--- src/rtl/hzu_pkg.sv ---
package hzu_pkg;

    localparam int REG_AW = 5;
    localparam int SEL_W  = 2;

    typedef enum logic [SEL_W-1:0] {
        SEL_REGFILE = 2'b00,
        SEL_MWB     = 2'b01,
        SEL_EXM     = 2'b10
    } byp_sel_e;

    typedef struct packed {
        logic [REG_AW-1:0] rd;
        logic              wen;
        logic              is_load;
    } lat_dst_t;

    // True when a latch entry will write the register the source reads.
    function automatic logic dst_hits(lat_dst_t ent, logic [REG_AW-1:0] src);
        return ent.wen && (ent.rd != '0) && (ent.rd == src);
    endfunction

endpackage

--- src/rtl/hzu_dst_cmp.sv ---
module hzu_dst_cmp
    import hzu_pkg::*;
(
    input  logic [REG_AW-1:0] src,
    input  lat_dst_t          ent,
    output logic              hit
);

    always_comb begin
        hit = dst_hits(ent, src);
    end

endmodule

--- src/rtl/hzu_sel_pick.sv ---
module hzu_sel_pick
    import hzu_pkg::*;
(
    input  logic     hit_exm,
    input  logic     hit_mwb,
    input  logic     exm_is_load,
    output byp_sel_e sel,
    output logic     load_wait
);

    // The younger result (execute-to-memory) wins over the older one.
    always_comb begin
        if (hit_exm)      sel = SEL_EXM;
        else if (hit_mwb) sel = SEL_MWB;
        else              sel = SEL_REGFILE;
        load_wait = hit_exm && exm_is_load;
    end

    always_comb begin
        a_r8_sel_legal: assert (sel != byp_sel_e'(2'b11))
            else $error("operand select took unused code");
        a_r3_mwb_no_wait: assert (!(hit_mwb && !hit_exm) || !load_wait)
            else $error("older-latch match requested a stall");
    end

endmodule

--- src/rtl/hzu_stall_merge.sv ---
module hzu_stall_merge #(
    parameter int NUM_SRC = 2
) (
    input  logic [NUM_SRC-1:0] waits,
    output logic               pc_hold,
    output logic               ifid_hold,
    output logic               ex_bubble
);

    logic any_wait;

    always_comb begin
        any_wait  = |waits;
        pc_hold   = any_wait;
        ifid_hold = any_wait;
        ex_bubble = any_wait;
    end

endmodule

--- src/rtl/hzu_bypass_unit.sv ---
module hzu_bypass_unit
    import hzu_pkg::*;
#(
    parameter int NUM_SRC = 2
) (
    input  logic [NUM_SRC*REG_AW-1:0] id_src,
    input  logic [REG_AW-1:0]         exm_rd,
    input  logic                      exm_wen,
    input  logic                      exm_load,
    input  logic [REG_AW-1:0]         mwb_rd,
    input  logic                      mwb_wen,
    input  logic                      mwb_load,
    output logic [NUM_SRC*SEL_W-1:0]  fwd_sel,
    output logic                      pc_hold,
    output logic                      ifid_hold,
    output logic                      ex_bubble
);

    lat_dst_t           exm_ent;
    lat_dst_t           mwb_ent;
    logic [NUM_SRC-1:0] hit_exm;
    logic [NUM_SRC-1:0] hit_mwb;
    logic [NUM_SRC-1:0] waits;

    always_comb begin
        exm_ent = '{rd: exm_rd, wen: exm_wen, is_load: exm_load};
        mwb_ent = '{rd: mwb_rd, wen: mwb_wen, is_load: mwb_load};
    end

    for (genvar k = 0; k < NUM_SRC; k++) begin : g_opnd
        logic [REG_AW-1:0] src_k;
        byp_sel_e          sel_k;

        assign src_k = id_src[k*REG_AW +: REG_AW];

        hzu_dst_cmp u_cmp_exm (
            .src (src_k),
            .ent (exm_ent),
            .hit (hit_exm[k])
        );

        hzu_dst_cmp u_cmp_mwb (
            .src (src_k),
            .ent (mwb_ent),
            .hit (hit_mwb[k])
        );

        hzu_sel_pick u_pick (
            .hit_exm     (hit_exm[k]),
            .hit_mwb     (hit_mwb[k]),
            .exm_is_load (exm_ent.is_load),
            .sel         (sel_k),
            .load_wait   (waits[k])
        );

        assign fwd_sel[k*SEL_W +: SEL_W] = sel_k;

        always_comb begin
            a_r6_zero_reads_rf: assert (src_k != '0 || sel_k == SEL_REGFILE)
                else $error("register 0 was bypassed");
            a_r7_disabled_ignored: assert (exm_wen || mwb_wen || sel_k == SEL_REGFILE)
                else $error("disabled entries steered a select");
        end
    end

    hzu_stall_merge #(.NUM_SRC(NUM_SRC)) u_stall (
        .waits     (waits),
        .pc_hold   (pc_hold),
        .ifid_hold (ifid_hold),
        .ex_bubble (ex_bubble)
    );

    always_comb begin
        a_r5_hold_agree: assert (pc_hold == ifid_hold && ifid_hold == ex_bubble)
            else $error("stall outputs disagree");
        a_r5_stall_needs_load: assert (!pc_hold || (exm_load && exm_wen && (|hit_exm)))
            else $error("stall without a matching load in execute-to-memory");
        a_r3_mwb_only_no_stall: assert (exm_wen || !pc_hold)
            else $error("stall raised with no execute-to-memory writer");
    end

endmodule

--- config.mk ---
export PLATFORM = sky130hd
export DESIGN_NAME = hzu_bypass_unit
export DESIGN_NICKNAME = d
export VERILOG_FILES = /design/src/rtl/hzu_pkg.sv /design/src/rtl/hzu_dst_cmp.sv /design/src/rtl/hzu_sel_pick.sv /design/src/rtl/hzu_stall_merge.sv /design/src/rtl/hzu_bypass_unit.sv
export SDC_FILE = /design/constraint.sdc
export NUM_CORES = 1
export LEC_CHECK = 0
export ABC_AREA = 0
export ABC_CLOCK_PERIOD_IN_PS = 1900
export CORE_AREA = 2 2 39 41
export DETAILED_ROUTE_END_ITERATION = 8
export DIE_AREA = 0 0 41 43
export PLACE_DENSITY_LB_ADDON = 0.1
export REMOVE_ABC_BUFFERS = 1
export SLEW_MARGIN = 25
export SYNTH_ARGS = -nofsm -noshare
export SYNTH_HDL_FRONTEND = slang
export SYNTH_SLANG_ARGS = --single-unit
--- constraint.sdc ---
create_clock -name vclk -period 1.9
set_input_delay 0.285 -clock vclk [all_inputs]
set_output_delay 0.285 -clock vclk [all_outputs]
set_load 0.02 [all_outputs]
# Yosys cells after proc, flatten, opt, wreduce, memory -nomap -nowiden
# Index checks and enable logic that the tools add are counted.
[word_totals]
ff_bits = 0
mem_count = 0
latchBits = 0
inputBits = 24
romBits = 0
out_inout_bits = 7
ramBits = 0
word_cells = 19
[op_classes]
multipliers = 0
order_cmp = 0
n_div = 0
n_addsub = 0
reduce_logical = 11
shifts = 0
eq_ne = 4
muxes = 4
n_bitwise = 0
[ops]
columns = ["op", "count"]
rows = [
  ["5-bit equality test", 4],
  ["5-bit nonzero test", 2],
  ["1-bit logical AND", 8],
  ["2-bit two-way mux", 2],
  ["1-bit two-way mux", 2],
  ["2-bit OR reduction", 1],
]

# Logic depth before layout (Yosys ltp)
# Gate-level depths: netlist (run 1).
[depth]
depth_word = 5
mapped_depth = 5
depth_no_buf = 4

# By module
# Synthesis (run 1) repeated with hierarchy kept, for this count alone.
[unflattened]
cells_unflattened = 49
area_unflattened_um2 = 374.1
[by_module_without_submodules]
columns = ["module", "seq_area_each_um2", "n_inst", "cells_per_inst", "area_per_inst_um2"]
rows = [
  ["hzu_dst_cmp", 0.0, 4, 10, 76.3],
  ["hzu_sel_pick", 0.0, 2, 3, 23.8],
  ["hzu_stall_merge", 0.0, 1, 3, 21.3],
]

# Worst setup path before layout (run 1)
# No wires, ideal clock.
[synth_timing]
path_type = "input port to output port"
startpoint = "input exm_rd[2]"
endpoint = "output ifid_hold"
path_buffers = 1
setup_slack_ns = -0.155
arrival_time_ns = 1.770
required_time_ns = 1.615
path_stages = 5
path_cell_list = "xnor2_1 > nand3_1 > or3_1 > a211oi_1 > buf_4"
[synth_between]
elab_chain_cells = 5
word_cells_on_any_way = 9
classes_between = "eq/ne: 2; reduce/logical: 7"
[synth_rtl]
columns = ["element", "line", "source"]
rows = [
  ["start, declared", "hzu_bypass_unit.sv:7", "input logic [REG_AW-1:0] exm_rd,"],
  ["5-bit nonzero test", "hzu_pkg.sv:20", "return ent.wen && (ent.rd != '0) && (ent.rd == src);"],
  ["1-bit logical AND (2 in a row)", "hzu_pkg.sv:20", ""],
  ["1-bit logical AND", "hzu_sel_pick.sv:16", "load_wait = hit_exm && exm_is_load;"],
  ["2-bit OR reduction (*)", "hzu_stall_merge.sv:13", "any_wait = |waits;"],
  ["end, declared", "hzu_bypass_unit.sv:15", "output logic ifid_hold,"],
]
# Mark *: on every way between the ends. The rest lies on a longest branch, timed or not.

# Worst setup path in the final report (run 1)
[layout_timing]
startpoint = "input mwb_rd[0]"
endpoint = "output fwd_sel[2]"
[layout_between]
elab_chain_cells = 5
word_cells_on_any_way = 6
classes_between = "eq/ne: 1; mux: 2; reduce/logical: 3"
[layout_rtl]
columns = ["element", "line", "source"]
rows = [
  ["start, declared", "hzu_bypass_unit.sv:10", "input logic [REG_AW-1:0] mwb_rd,"],
  ["5-bit nonzero test", "hzu_pkg.sv:20", ""],
  ["1-bit logical AND", "hzu_pkg.sv:20", ""],
  ["1-bit logical AND (*)", "hzu_pkg.sv:20", ""],
  ["1-bit two-way mux (*)", "hzu_sel_pick.sv:14", "else if (hit_mwb) sel = SEL_MWB;"],
  ["2-bit two-way mux (*)", "hzu_sel_pick.sv:13", "if (hit_exm) sel = SEL_EXM;"],
  ["end, declared", "hzu_bypass_unit.sv:13", "output logic [NUM_SRC*SEL_W-1:0] fwd_sel,"],
]
# Marks and branches as above.

==> results of run 1 <==
==> synth_stat cells (all sizes together) <==
cell type,instances,share of area (%)
xor2,14,38
xnor2,6,16
buf,4,9.4
nor4,4,12
or4,4,9.4
nand3,2,3.1
o21ai,2,4.3
or3,2,3.9
a211oi,1,2.3
inv,1,1.2
==> kinds of logic after synthesis <==
family | share of synthesized area (%)
xor+xnor | 54.7
simple gates | 28.1
compound gates | 6.64
buf+inv | 10.5
==> critical path, delay by kind of cell <==
kind / cells / cell delay [ps]
xor gates and xnor gates: 1 / 160
buffers and inverters: 3 / 380
and+or+nand+nor: 2 / 810
==> metal layers <==
layer / vias to the layer above / GRT usage [%] / routed length (um)
li1: 230 / - / -
met1: 220 / 19.1 / 478
met2: 24 / 26.6 / 819
met3: 2 / 0 / 90
met4: 0 / 2.00 / 15
met5: - / 0 / 0
==> power by group <==
part / leakage (nW) / internal (W) / total, W / switching [W]
combinational: 0.374 / 0.000104 / 0.000190 / 0.0000868
sequential: 0 / 0 / 0 / 0
clock: 0 / 0 / 0 / 0
total: 0.374 / 0.000104 / 0.000190 / 0.0000868
==> path summary, 6_finish.rpt <==
path                  startpoint    endpoint  slack [ps]  cells past startpoint
worst min-delay path   mwb_rd[0]  fwd_sel[0]        1140                      5
worst max-delay path   mwb_rd[0]  fwd_sel[2]         -20                      6
==> final cells by class <==
class                           instances  area [sq um]
Multi-Input combinational cell         35           440
Timing Repair Buffer                   51           410
Tap cell                               16          20.0
Inverter                                1          3.75
Fill cell                             133           509
==> timing repair <==
item,4_1_cts,5_1_grt
pin swaps,18,9
cloned,0,0
buffers inserted,3,1
resized for setup,125,20
setup endpoints to repair,7,7
==> through the flow <==
stage               instances  util (%)  TNS [ps]  setup slack, ps  instance area (sq um)
global placement           99      53.3     -5400             -839                    738
CTS                       102      57.6     -25.7            -25.7                    797
floorplan                  36         -     -1980             -627                    290
finish                    103      63.2     -36.2            -22.1                    875
detailed placement         99      53.3     -5600             -899                    738
global route              103      63.2      -382            -80.1                    875
==> impl_metrics.yaml, run 1 <==
run_status:
  outcome: "finished, violations left"
  failed_checks: "setup timing"
sta:
  slew_headroom_pct: 76.1
  fin_crit_sh_pct: 101
  hold_viol: 0
  worst_pin_slew_ps: 357
  fmax_ghz: 0.520
  setup_viol: 5
  fin_ws_ps: -22.1
  rsz0062_at_grt: "yes"
  period_needed_ps: 1920
  drv_slew: 0
  hold_slack_ps: 1140
logic_synthesis:
  yosysSeqAreaShare_pct: 0
  synth_cell_type_count: 12
  syn_area_sq_um: 320
  avgSynthCellArea_sq_um: 8.01
  yosysWarnings: 0
  netlist_instances: 40
die:
  chipWidth_um: 41
  row_count: 14
  ios: 31
  die_area_sq_mm: 0.00176
  die_h_um: 43
  core-area_sq_mm: 0.00138
  initial_utilization_pct: 23.1
layout:
  layout_commonest_cell: "buf_4"
  seqCellArea_sq_um: 0
  synthToLayoutAreaGrowth_pct: 173
  final.clkbuf_count: 0
  final_nets: 113
  layout_common_cells: "buf_4 (17), buf_2 (12), xor2_1 (11), buf_6 (11), xnor2_1 (5)"
  antenna_cells: 0
  seq_cell_count: 0
  drive_gt1_share_pct: 73.6
routing:
  drt_pass1_iterations: 2
  vias_per_cell: 4.62
  drt_first_iter_violations: 1
  wl_um: 1400
  wl_per_cell_um: 13.6
  vias: 476
  antenna_left: 0
  drc_errors: 0
clock_tree:
  postCtsHoldBufs: 0
global_routing:
  grt_first_pass_wirelength_um: 1870
  grt_max_degree: 4
  grt_overflow: 0
  grt.total_usage_pct: 14.8
  antenna_found_initial: 0
  grt_pass1_vias: 455
placed_design:
  dp_hpwl_um: 977
  gp_congestion: 0.742
  io_buffer_count: 30
setup_path:
  crit_fanout: 3
  required_ps: 1620
  path_class: "in2out"
  cp-end-kind: "output port"
  arrival_ps: 1640
  cp_cell_sequence: "buf_8 > buf_6 > xor2_1 > or4_4 > nor4_4 > buf_4"
  cp_slowest_stage_delay_ps: 530
  start_kind: "input pin"
  crit_slowest_cell: "or4_4"
power_and_ir_drop:
  total_power_w: 0.000190
  cellLeakagePower_nw: 0.374
  powerDensity_mw_per_mm2: 218
  ir_worst_vdd_mv: 0.105
job:
  cap_violations: 0
hold_path:
  hp-class: "in2out"
(Power assumes the default switching activity.)
==> inputs of run 2 (changes only) <==
- ABC_CLOCK_PERIOD_IN_PS: 1900 -> 2000
- clock period: 1.9 -> 2 ns (I/O delays scaled with it)
==> impl_metrics.yaml, run 2 (synthesized netlist as in run 1, its figures left out) <==
global_routing:
  grt_pass1_vias: 450
  antenna_found_initial: 0
  grt_first_pass_wirelength_um: 1790
  grt.total_usage_pct: 14.2
  grt_max_degree: 4
  grt_overflow: 0
sta:
  worst_pin_slew_ps: 353
  fmax_ghz: 0.502
  hold_viol: 0
  slew_headroom_pct: 76.4
  rsz0062_at_grt: "yes"
  period_needed_ps: 1990
  drv_slew: 0
  fin_ws_ps: 6.21
  fin_crit_sh_pct: 99.7
  setup_viol: 0
  hold_slack_ps: 1140
power_and_ir_drop:
  ir_worst_vdd_mv: 0.0949
  powerDensity_mw_per_mm2: 199
  cellLeakagePower_nw: 0.392
layout:
  layout_commonest_cell: "buf_4"
  drive_gt1_share_pct: 67.4
  final_nets: 112
  nFillCells: 135
  layout_common_cells: "buf_4 (18), xor2_1 (11), buf_6 (11)"
  seq_cell_count: 0
  antenna_cells: 0
  seqCellArea_sq_um: 0
  stdcell_area_sq_um: 888
  final.clkbuf_count: 0
  synthToLayoutAreaGrowth_pct: 177
die:
  core-area_sq_mm: 0.00138
  die_area_sq_mm: 0.00176
  ios: 31
  die_h_um: 43
  row_count: 14
  chipWidth_um: 41
  initial_utilization_pct: 23.1
run_status:
  outcome: "complete, no violations"
routing:
  drt_pass1_iterations: 1
  drt_first_iter_violations: 0
  wl_per_cell_um: 12.9
  drc_errors: 0
  vias_per_cell: 4.46
  antenna_left: 0
  wl_um: 1310
  vias: 455
setup_path:
  crit_top_cell: "nor4_4"
  cp-end-kind: "output port"
  crit_fanout: 2
  crit_slowest_cell: "or4_4"
  start_kind: "input pin"
  cp_slowest_stage_delay_ps: 540
  cp_cell_sequence: "buf_6 > or4_4 > o21ai_4 > nor4_4 > nor4_4 > buf_4"
  path_class: "in2out"
  required_ps: 1700
  arrival_ps: 1690
placed_design:
  io_buffer_count: 30
  place_area_sq_um: 738
  dp_hpwl_um: 977
  gp_congestion: 0.742
  dp_slack_ps: -829
hold_path:
  min_from: "exm_rd[4]"
  holdPathStages: 6
  holdPathEnd: "pc_hold"
  hp-class: "in2out"
clock_tree:
  postCtsHoldBufs: 0
job:
  cap_violations: 0
run 2: power by group:
group | internal (W) | switching (W) | total (W)
Combinational | 0.0000984 | 0.0000783 | 0.000177
Clock | 0 | 0 | 0
Sequential | 0 | 0 | 0
Total | 0.0000984 | 0.0000783 | 0.000177
run 2: what timing repair did:
action | 4_1_cts | 5_1_grt
pin swaps | 15 | 13
buffers inserted | 3 | 1
resized for setup | 104 | 28
setup endpoints to repair | 7 | 7
hold endpoints to repair | 0 | 0
run 2: area by class of cell:
| cell class | instances | area (sq um) | share of cell area, % |
|---|---|---|---|
| Inverter | 1 | 3.75 | 0.423 |
| Timing Repair Buffer | 50 | 439 | 49.4 |
| Multi-Input combinational cell | 35 | 425 | 47.9 |
| Tap cell | 16 | 20.0 | 2.25 |
run 2: how the worst max path moves through the flow:
stage	startpoint	endpoint	slack (ps)	cells past startpoint
6_report	exm_rd[0]	fwd_sel[2]	6	6
5_1_grt	exm_rd[0]	fwd_sel[2]	-40	6
4_1_cts	mwb_rd[2]	fwd_sel[2]	4	6
3_5_place_dp	exm_rd[4]	fwd_sel[2]	-830	6
3_3_place_gp	exm_rd[4]	fwd_sel[2]	-770	6
2_1_floorplan	exm_rd[2]	ex_bubble	-560	4
run 2: worst max-delay path, delay by kind of cell:
kind / cells / cell delay [ps]
buffers and inverters: 2 / 270
AOI/OAI and AO/OA: 1 / 220
and+or+nand+nor: 3 / 900
run 2: stage by stage:
step	cells	utilization, %	TNS, ps	total power (W)
CTS	102	58.2	0	0.000156
floorplan	36	-	-1670	0.0000427
global placement	99	53.3	-4910	0.000137
detailed placement	99	53.3	-5110	0.000139
finish	102	64.2	0	0.000177
global route	102	64.2	-108	0.000189
run 2: routing by layer:
metal	up-vias	GRT usage, %	share of wire, %
li1	229	-	-
met4	0	2.00	1.1
met5	-	0	0
met1	200	18.5	36
met3	2	0	7.2
met2	24	25.3	55
==> inputs of run 3 (changes only) <==
- ABC_CLOCK_PERIOD_IN_PS: 2000 -> 2060
- clock period: 2 -> 2.06 ns (I/O delays scaled with it)
==> impl_metrics.yaml, run 3 (synthesized netlist as in run 1, its figures left out) <==
global_routing:
  grt_max_degree: 4
  antenna_found_initial: 0
  grt-busiest-layer: "met2"
  use_met1_pct: 18.1
  grt_overflow: 0
  grt_pass1_vias: 452
  grt_use_met3_pct: 0.524
  grt.total_usage_pct: 14.3
  grt_first_pass_wirelength_um: 1800
  grtUsageMet2_pct: 25.6
routing:
  vias_per_cell: 4.53
  vias: 467
  drt_first_iter_violations: 1
  wl_per_cell_um: 12.2
  drt_pass1_iterations: 2
  drc_errors: 0
  wl_um: 1260
  antenna_left: 0
sta:
  fin_crit_sh_pct: 97.6
  fmax_ghz: 0.498
  period_needed_ps: 2010
  drv_slew: 0
  hold_viol: 0
  fin_ws_ps: 50.2
  slew_headroom_pct: 78.0
  rsz0062_at_grt: "yes"
  worst_pin_slew_ps: 329
  setup_viol: 0
setup_path:
  crit_slowest_cell: "or4_4"
  crit_fanout: 3
  required_ps: 1750
  worstSetupEndpoint: "fwd_sel[2]"
  cp-end-kind: "output port"
  start_kind: "input pin"
  cp.depth: 6
  crit_buf_inv: 2
  crit_top_cell: "nor4_4"
  arrival_ps: 1700
  path_class: "in2out"
  crit_family: "simple AND/OR/NAND/NOR gates"
  crit_start: "exm_rd[3]"
  cp_cell_sequence: "buf_6 > or4_4 > o21ai_4 > nor4_4 > nor4_4 > buf_4"
  cp_slowest_stage_delay_ps: 540
hold_path:
  hp-class: "in2out"
clock_tree:
  postCtsHoldBufs: 0
layout:
  utilization_pct: 62.3
  synthToLayoutAreaGrowth_pct: 169
  final_nets: 113
  drive_gt1_share_pct: 58.6
  antenna_cells: 0
  multi_input_area_sq_um: 409
  stdcell_count: 103
  stdcell_area_sq_um: 862
  final.clkbuf_count: 0
  layout_common_cells: "buf_4 (21), xor2_1 (13), dlygate4sd2_1 (11)"
  layout_commonest_cell: "buf_4"
  nFillCells: 138
  seq_cell_count: 0
  seqCellArea_sq_um: 0
placed_design:
  io_buffer_count: 30
  dp_hpwl_um: 977
  place_area_sq_um: 738
  gp_congestion: 0.742
  dp_cells: 99
  dp_slack_ps: -787
die:
  initial_utilization_pct: 23.1
  row_count: 14
  die_area_sq_mm: 0.00176
  die_h_um: 43
  core-area_sq_mm: 0.00138
  ios: 31
  chipWidth_um: 41
run_status:
  outcome: "complete, no violations"
power_and_ir_drop:
  power.switching_w: 0.0000719
  cellLeakagePower_nw: 0.388
  switching_share_pct: 44.1
  clkPwrFrac_pct: 0
  powerDensity_mw_per_mm2: 189
  ir_worst_vdd_mv: 0.0990
  comb_power_share_pct: 100.0
  seq_power_share_pct: 0
  p_int_w: 0.0000910
job:
  cap_violations: 0
[run 3: power by group through the flow]
stage          Clock, W  Sequential, W  Combinational [W]
2_1_floorplan         0              0          0.0000414
3_3_place_gp          0              0           0.000133
3_5_place_dp          0              0           0.000134
4_1_cts               0              0           0.000148
5_1_grt               0              0           0.000175
6_report              0              0           0.000163
[run 3: metal layers]
metal	vias to the layer above	part of all wire, %
met1	207	36
met3	2	8.1
met4	0	1.3
li1	234	-
met5	-	0
met2	24	54
[run 3: how the worst min path moves through the flow]
stage,from,to,cells past startpoint
global route,exm_rd[4],ex_bubble,6
CTS,mwb_rd[0],fwd_sel[0],5
global placement,exm_load,pc_hold,4
floorplan,exm_wen,fwd_sel[1],2
finish,exm_rd[4],pc_hold,6
detailed placement,exm_load,ex_bubble,4
[run 3: area by class of cell]
type	instances	area share, %
inverters	1	0.435
multi-input cells	35	47.5
well taps	16	2.32
repair buffers	51	49.8
[run 3: stage by stage]
step                      hold WS [ps]  TNS [ps]  total power, W
after global routing              1220     -85.0        0.000175
final                             1180         0        0.000163
after global placement            1660     -4620        0.000133
after floorplan                    792     -1540       0.0000414
after CTS                         1220         0        0.000148
after detailed placement          1650     -4820        0.000134
[run 3: repair_timing]
action | in CTS | in global routing
buffers inserted | 3 | 1
pin swaps | 12 | 15
resized for setup | 82 | 24
setup endpoints to repair | 7 | 6
hold endpoints to repair | 0 | 0
